<file path="src/rtl/rfi_pkg.sv">
package rfi_pkg;
    // bit positions inside the status word; the decode depends on them
    localparam int F_IC     = 0;
    localparam int F_IEN    = 1;
    localparam int F_CPL_LO = 2;
    localparam int F_VM     = 4;
    localparam int F_BANK   = 5;
    localparam int F_ISA    = 6;
    localparam int F_FPHI   = 7;
    localparam int F_SLOT_LO = 8;
    localparam int MIN_STAT_W = 10;

    typedef enum logic [1:0] {
        ST_IDLE   = 2'd0,
        ST_CHECK  = 2'd1,
        ST_RESUME = 2'd2,
        ST_FAULT  = 2'd3
    } rfi_state_e;

    typedef struct packed {
        logic priv_ok;
        logic undef;
        logic legacy;
        logic bank;
        logic illop;
        logic fpdis;
    } rfi_verdict_t;
endpackage

</file>
<file path="src/rtl/rfi_rule_check.sv">
module rfi_rule_check (
    input  logic [1:0]           live_cpl_i,
    input  logic                 live_vm_i,
    input  logic                 live_ic_i,
    input  logic                 live_ien_i,
    input  logic                 sav_bank_i,
    input  logic                 sav_isa_i,
    input  logic                 sav_fphi_i,
    input  logic [1:0]           sav_slot_i,
    input  logic                 long_tmpl_i,
    output rfi_pkg::rfi_verdict_t verdict_o
);
    always_comb begin
        verdict_o.priv_ok = (live_cpl_i == 2'd0) && !live_vm_i;
        verdict_o.undef   = live_ic_i | live_ien_i;
        verdict_o.legacy  = sav_isa_i;
        verdict_o.bank    = sav_bank_i;
        // second half of a long-immediate bundle is not a valid entry point
        verdict_o.illop   = (sav_slot_i == 2'd2) && long_tmpl_i && !sav_isa_i;
        verdict_o.fpdis   = sav_isa_i && sav_fphi_i;
    end
endmodule

</file>
<file path="src/rtl/rfi_target_sel.sv">
module rfi_target_sel #(
    parameter int ADDR_W = 64,
    parameter int LEG_W  = 32
) (
    input  logic [ADDR_W-1:0] addr_i,
    input  logic              legacy_i,
    output logic [ADDR_W-1:0] target_o
);
    logic [ADDR_W-1:0] narrow;

    generate
        if (ADDR_W > LEG_W) begin : g_trunc
            assign narrow = {{(ADDR_W-LEG_W){1'b0}}, addr_i[LEG_W-1:0]};
        end else begin : g_fit
            assign narrow = addr_i;
        end
    endgenerate

    assign target_o = legacy_i ? narrow : addr_i;
endmodule

</file>
<file path="src/rtl/rfi_ctrl_fsm.sv">
module rfi_ctrl_fsm (
    input  logic                clk,
    input  logic                rst_n,
    input  logic                req_i,
    input  logic                priv_ok_i,
    output rfi_pkg::rfi_state_e state_o,
    output logic                accept_o,
    output logic                commit_o,
    output logic                busy_o
);
    import rfi_pkg::*;

    rfi_state_e state_q;
    rfi_state_e state_d;

    always_ff @(posedge clk or negedge rst_n) begin
        if (!rst_n) state_q <= ST_IDLE;
        else        state_q <= state_d;
    end

    always_comb begin
        state_d  = state_q;
        accept_o = 1'b0;
        commit_o = 1'b0;
        unique case (state_q)
            ST_IDLE: begin
                if (req_i) begin
                    accept_o = 1'b1;
                    state_d  = ST_CHECK;
                end
            end
            ST_CHECK: begin
                if (priv_ok_i) begin
                    commit_o = 1'b1;
                    state_d  = ST_RESUME;
                end else begin
                    state_d  = ST_FAULT;
                end
            end
            ST_RESUME: state_d = ST_IDLE;
            ST_FAULT:  state_d = ST_IDLE;
            default:   state_d = ST_IDLE;
        endcase
    end

    assign state_o = state_q;
    assign busy_o  = (state_q != ST_IDLE);
endmodule

</file>
<file path="src/rtl/rfi_restore_unit.sv">
module rfi_restore_unit #(
    parameter int ADDR_W = 64,
    parameter int LEG_W  = 32,
    parameter int STAT_W = 16
) (
    input  logic              clk,
    input  logic              rst_n,
    input  logic              req_i,
    input  logic [STAT_W-1:0] sav_stat_i,
    input  logic [ADDR_W-1:0] sav_addr_i,
    input  logic              long_tmpl_i,
    input  logic              stat_ld_i,
    input  logic [STAT_W-1:0] stat_ld_data_i,
    output logic [STAT_W-1:0] stat_o,
    output logic [ADDR_W-1:0] ip_o,
    output logic              busy_o,
    output logic              redir_o,
    output logic [ADDR_W-1:0] redir_addr_o,
    output logic [1:0]        redir_slot_o,
    output logic              flush_o,
    output logic              bank_o,
    output logic              legacy_o,
    output logic              frame_zero_o,
    output logic              priv_fault_o,
    output logic              illop_fault_o,
    output logic              fpdis_fault_o,
    output logic              undef_o
);
    import rfi_pkg::*;

    localparam int SLOT_HI = F_SLOT_LO + 1;
    localparam int CPL_HI  = F_CPL_LO + 1;

    rfi_state_e    state;
    logic          accept;
    logic          commit;
    rfi_verdict_t  verdict_now;
    rfi_verdict_t  verdict_q;

    logic [STAT_W-1:0] stat_q;
    logic [STAT_W-1:0] sav_q;
    logic [ADDR_W-1:0] addr_q;
    logic [ADDR_W-1:0] ip_q;
    logic [ADDR_W-1:0] target;
    logic              bank_q;
    logic              legacy_q;
    logic              undef_q;

    // decide the outcome from live state and saved operands at acceptance
    rfi_rule_check u_rules (
        .live_cpl_i  (stat_q[CPL_HI:F_CPL_LO]),
        .live_vm_i   (stat_q[F_VM]),
        .live_ic_i   (stat_q[F_IC]),
        .live_ien_i  (stat_q[F_IEN]),
        .sav_bank_i  (sav_stat_i[F_BANK]),
        .sav_isa_i   (sav_stat_i[F_ISA]),
        .sav_fphi_i  (sav_stat_i[F_FPHI]),
        .sav_slot_i  (sav_stat_i[SLOT_HI:F_SLOT_LO]),
        .long_tmpl_i (long_tmpl_i),
        .verdict_o   (verdict_now)
    );

    rfi_ctrl_fsm u_fsm (
        .clk       (clk),
        .rst_n     (rst_n),
        .req_i     (req_i),
        .priv_ok_i (verdict_q.priv_ok),
        .state_o   (state),
        .accept_o  (accept),
        .commit_o  (commit),
        .busy_o    (busy_o)
    );

    rfi_target_sel #(
        .ADDR_W (ADDR_W),
        .LEG_W  (LEG_W)
    ) u_tsel (
        .addr_i   (addr_q),
        .legacy_i (verdict_q.legacy),
        .target_o (target)
    );

    // operand capture at acceptance
    always_ff @(posedge clk or negedge rst_n) begin
        if (!rst_n) begin
            sav_q     <= '0;
            addr_q    <= '0;
            verdict_q <= '0;
            undef_q   <= 1'b0;
        end else if (accept) begin
            sav_q     <= sav_stat_i;
            addr_q    <= sav_addr_i;
            verdict_q <= verdict_now;
            undef_q   <= verdict_now.undef;
        end
    end

    // architectural state: commit on the checking cycle, loads only when idle
    always_ff @(posedge clk or negedge rst_n) begin
        if (!rst_n) begin
            stat_q   <= '0;
            ip_q     <= '0;
            bank_q   <= 1'b0;
            legacy_q <= 1'b0;
        end else if (commit) begin
            stat_q   <= sav_q;
            ip_q     <= target;
            bank_q   <= verdict_q.bank;
            legacy_q <= verdict_q.legacy;
        end else if (stat_ld_i && (state == ST_IDLE)) begin
            stat_q   <= stat_ld_data_i;
        end
    end

    // outputs decoded from state
    always_comb begin
        redir_o       = 1'b0;
        flush_o       = 1'b0;
        frame_zero_o  = 1'b0;
        illop_fault_o = 1'b0;
        fpdis_fault_o = 1'b0;
        priv_fault_o  = 1'b0;
        unique case (state)
            ST_RESUME: begin
                redir_o       = 1'b1;
                flush_o       = 1'b1;
                frame_zero_o  = verdict_q.legacy;
                illop_fault_o = verdict_q.illop;
                fpdis_fault_o = verdict_q.fpdis;
            end
            ST_FAULT:  priv_fault_o = 1'b1;
            ST_IDLE:   ;
            ST_CHECK:  ;
            default:   ;
        endcase
    end

    assign stat_o       = stat_q;
    assign ip_o         = ip_q;
    assign redir_addr_o = ip_q;
    assign redir_slot_o = stat_q[SLOT_HI:F_SLOT_LO];
    assign bank_o       = bank_q;
    assign legacy_o     = legacy_q;
    assign undef_o      = undef_q;
endmodule

</file>
<file path="config.mk">
export PLATFORM = sky130hd
export DESIGN_NAME = rfi_restore_unit
export DESIGN_NICKNAME = d
export VERILOG_FILES = /design/src/rtl/rfi_pkg.sv /design/src/rtl/rfi_rule_check.sv /design/src/rtl/rfi_target_sel.sv /design/src/rtl/rfi_ctrl_fsm.sv /design/src/rtl/rfi_restore_unit.sv
export SDC_FILE = /design/constraint.sdc
export NUM_CORES = 1
export LEC_CHECK = 0
export ABC_AREA = 1
export ABC_CLOCK_PERIOD_IN_PS = 2300
export BUFFER_PORTS_ARGS = -buffer_cell sky130_fd_sc_hd__buf_2
export CORE_MARGIN = 2
export CORE_UTILIZATION = 54
export DETAILED_ROUTE_END_ITERATION = 7
export HOLD_SLACK_MARGIN = 0.12
export PLACE_DENSITY = 0.86
export SYNTH_ARGS = -nofsm -noshare
export SYNTH_HDL_FRONTEND = slang
export SYNTH_SLANG_ARGS = --single-unit
</file>
<file path="constraint.sdc">
create_clock -name clk -period 2.3 [get_ports clk]
set_input_delay 0.23 -clock clk [delete_from_list [all_inputs] [get_ports clk]]
set_output_delay 0.23 -clock clk [all_outputs]
set_load 0.005 [all_outputs]
</file>
Word level (Yosys, flattened, before mapping)
Cells that the tools add are included.
- equal/unequal tests: 5
- muxes and demuxes: 15
- bitwise logic cells: 1
- reductions and logical operators: 12
- operators by type and width (operator ; number):
    2-to-1 mux 64 bit ; 1
    2-to-1 mux 16 bit ; 2
    2-to-1 mux 1 bit ; 10
    == test 2 bit, second input constant ; 3
    case mux 2 bit (3 select lines) ; 1
    logical AND 1 bit ; 5
    logical NOT 2 bit ; 2
    nonzero test 2 bit ; 2
    == test 2 x 1 -> 1 bit, second input constant ; 1
    logical NOT 1 bit ; 2
    2-to-1 mux 2 bit ; 1
    != test 2 bit, second input constant ; 1
    OR reduction 2 bit ; 1
    OR 1 bit ; 1
- register bits after elaboration: 170
- bits of input ports: 101
- output and inout port bits: 156
- word-level logic and storage cells: 46

Logic depth before layout (Yosys ltp)
- depth after elaboration: 4
- gate-level depth with buffers: 7
- mapped depth without buffers: 6

Cells and area by module
A second synthesis with hierarchy kept.
- cell total of the unflattened synthesis: 808
- area, all modules: 7756.2 sq um
- by module, submodules not included (module ; times used ; cells each ; area an instance (sq um) ; sequential area each (sq um)):
    rfi_restore_unit ; 1 ; 682 ; 7084.3 ; 4204.0
    rfi_target_sel ; 1 ; 99 ; 514.2 ; 0.0
    rfi_ctrl_fsm ; 1 ; 13 ; 95.1 ; 50.0
    rfi_rule_check ; 1 ; 14 ; 62.6 ; 0.0

Least setup slack after synthesis
Ideal clock, no wire load.
- path kind: register to output
- from: register u_fsm.state_q[0], in the netlist u_fsm.state_o[0]
- to: output fpdis_fault_o
- data arrival time: 1.087 ns
- required time: 2.070 ns
- path slack: 0.983 ns
- cell stages (with the launch flop): 6
- path buffers: 2
- cell sequence: dfrtp_1 -> buf_6 -> buf_2 -> nor2_1 -> inv_1 -> nor2_1
- cells in the longest elaborated chain, start to end: 2
- RTL lines (what ; line ; RTL):
    from (decl) ; rfi_ctrl_fsm.sv:13 ; rfi_state_e state_q;
    from (signal assigned) ; rfi_ctrl_fsm.sv:18 ; else state_q <= state_d;
    == test 2 bit ; rfi_restore_unit.sv:123 ; unique case (state)
    2-to-1 mux 1 bit ; rfi_restore_unit.sv:123 ;
    to (decl) ; rfi_restore_unit.sv:26 ; output logic fpdis_fault_o,
No other way between the ends.

Worst setup path after layout
- from: register u_fsm.state_q[1], in the netlist u_fsm.state_o[1]
- to: output frame_zero_o
- cells in the longest elaborated chain, start to end: 2
- RTL lines (what ; line ; RTL):
    == test 2 bit ; rfi_restore_unit.sv:123 ;
    2-to-1 mux 1 bit ; rfi_restore_unit.sv:123 ;
    to (decl) ; rfi_restore_unit.sv:23 ; output logic frame_zero_o,
No other way between the ends.

==> impl_metrics.json <==
{
  "outcome": "finished clean",
  "p_switching_mw": 4.38,
  "slowest_delay_ns": 0.42,
  "yosysUniqueCellTypes": 24,
  "ant_nets": 0,
  "finalMaxSlewViolations": 0,
  "combPwrFrac_pct": 33.9,
  "power.leakage_nw": 5.31,
  "power_density_nw_per_um2": 1260,
  "cts_tree": "yes",
  "path_class": "reg -> out",
  "power_mw": 12.1,
  "synth_top_cell_by_area": "dfrtp_1",
  "clk_latency_ns": 0.42,
  "start_kind": "flip-flop",
  "cp_max_fo": 18,
  "synthTopCellsByArea": "dfrtp_1 (58%), nand2_1 (18%), buf_4 (8.0%)",
  "vias_per_cell": 5.05,
  "cts-buffers-inserted": 17,
  "worstMarginPinSlew_ns": 0.469,
  "finalCriticalPeriod_ns": 1.95,
  "fill_cells": 902,
  "syn_to_final_growth_pct": 32.1,
  "port_buffers": 256,
  "diodes": 0,
  "finalHoldViolations": 0,
  "io_pins": 257,
  "rows": 42,
  "critPathCaptureType": "output port",
  "die_w_um": 120,
  "synth-edff-count": 0,
  "crit_path_top_delay_cell": "dfrtp_1",
  "crit_path_cell_trace": "inv_2 -> nor2_1 -> inv_1 -> nor2_1 -> buf_2",
  "final_nets": 1178,
  "wl_per_cell_um": 15.1,
  "drt_iter0_drc": 487,
  "synth.most_common_cell": "nand2_1",
  "synth_top_area_share_pct": 57.6,
  "internal_power_mw": 7.75,
  "crit_top_cell": "nor2_1",
  "track_usage_pct": 26.9,
  "die_h_um": 120,
  "synth_nets": 914,
  "post-route-period-util_pct": 84.7,
  "finalSetupViolations": 0,
  "crit_buf_inv": 3,
  "maxCapViolCount": 0,
  "final_core_util_pct": 72.9,
  "vias": 6391,
  "vdd_ir_drop_max_v": 0.000789,
  "fp.coreArea_um2": 13200,
  "worstPathRequired_ns": 2.07,
  "grt_setup_unrepaired": "no",
  "overflow": 0,
  "first_global_vias": 6085,
  "h-tree-depth": 4,
  "tns_ns": 0,
  "layout-drive-gt1-share_pct": 29.4,
  "synth-seq-area-share_pct": 57.6,
  "die_area_um2": 14500,
  "grt_pass1_wl_mm": 30.2,
  "fmax_mhz": 513,
  "cts_max_path_buffers": 2,
  "grt_start_max_net_pins": 70,
  "clk_pin_slew_ns": 0.06,
  "antenna_found_initial": 0,
  "start_util_pct": 55.2,
  "cp_top_family": "buffers and inverters",
  "arrival_ns": 1.72,
  "worst_slew_margin_rel_pct": 68.7,
  "clock_sinks": 168,
  "synthTopCellsByCount": "nand2_1 (346), dfrtp_1 (168), buf_4 (78)",
  "place_ws_ns": 0.543,
  "synth-main-ff-cell": "dfrtp_1",
  "timing.final.ws_setup_ns": 0.352,
  "cts.root.buffer_cell": "clkbuf_16",
  "place.gp.congestion": 0.895,
  "post_cts_resized": 0,
  "syn_avg_cell_area_um2": 8.98,
  "p_seq_share_pct": 41.8,
  "synthCells": 813,
  "drc_errors": 0,
  "p_sw_share_pct": 36.1,
  "fin_skew_ns": 0.00727,
  "drt-total-wl_mm": 19.1,
  "async_reset_ff_share_pct": 100,
  "ys_ff_latch": 168,
  "power.share.clock_pct": 24.3,
  "drt-pass1-iter-count": 5,
  "syn-cell-area_um2": 7300,
  "hp-class": "in -> reg",
  "place_hpwl_mm": 11.2,
  "yosys_warnings": 0
}
[power by group through the flow]
stage | clock network (mW) | registers [mW] | logic (mW)
floorplan | 0 | 4.92 | 2.97
global placement | 0 | 5.00 | 3.78
detailed placement | 0 | 5.05 | 3.92
CTS | 2.98 | 5.02 | 4.09
global route | 3.12 | 5.20 | 4.64
finish | 2.95 | 5.07 | 4.12
[state kept, by name, indices dropped and copies added (netlist names), 2 cells and up]
register,count
addr_q,64
ip_o,64
sav_q,16
stat_o,16
u_fsm.state_o,2
verdict_q,3
[path summary, 6_finish.rpt]
path                                                    from  cells after the start  slack [ns]                      to
worst max-delay path            u_fsm.state_o[1]$_DFFE_PN0P_                      5        0.35            frame_zero_o
worst min-delay path                       stat_ld_data_i[4]                      5        0.15   stat_o[4]$_DFFE_PN0P_
worst max register to register  u_fsm.state_o[1]$_DFFE_PN0P_                      5        0.53   stat_o[6]$_DFFE_PN0P_
worst min register to register        addr_q[60]$_DFFE_PN0P_                      2        0.48  addr_q[60]$_DFFE_PN0P_
max in group asynchronous                              rst_n                      3        1.30    ip_o[60]$_DFFE_PN0P_
min in group asynchronous                              rst_n                      2        0.32    ip_o[19]$_DFFE_PN0P_
[per-layer routing]
layer	part of all wire, %	GRT usage [%]	wire length [um]
met2	52	46.9	9940
met1	38	32.0	7320
met4	3.2	12.2	606
met5	0	0	0
met3	6.3	5.75	1200
[cell families after synthesis]
kind of cell / Yosys count / share of synthesized area (%)
buffers and inverters: 162 / 13.9
AOI/OAI and AO/OA: 102 / 7.85
DFF: 168 / 57.6
and+or+nand+nor: 381 / 20.7
[area by class of cell]
type / instances / area, um^2 / area share [%]
clock buffer: 21 / 470 / 4.87
clock inverter: 11 / 145 / 1.50
inverter: 50 / 191 / 1.98
multi-input combinational: 483 / 2090 / 21.6
sequential: 168 / 4200 / 43.6
tap: 176 / 220 / 2.28
timing repair buffer: 357 / 2330 / 24.2
[per-stage QoR]
stage	area, um^2	std cells	hold slack [ns]
detailed placement	8140	1144	0.189
floorplan	7300	813	-0.0656
CTS	9650	1266	0.123
finish	9650	1266	0.150
global route	9650	1266	0.143
global placement	8140	1144	0.187
[tightest hold or removal path, stage by stage]
cell and delay (ns):
buf_2 0.09, nand3_1 0.08, nand2_1 0.06, inv_1 0.03, nand2_1 0.05
[cell usage in the layout (no fill, tap or decap), drive strengths merged, types with 6 or more instances in the layout]
cell	instances
nand2	348
buf	267
dfrtp	168
o21ai	101
dlygate4sd3	90
inv	50
clkbuf	21
nand4	14
nand3	11
nor2	6
[timing repair]
action | 4_1_cts | 5_1_grt
setup endpoints to repair | 0 | 0
hold endpoints to repair | 134 | 0
hold buffers | 90 | 0
buffers inserted | 0 | 0
Note: power is estimated with default switching activity, not from simulation.
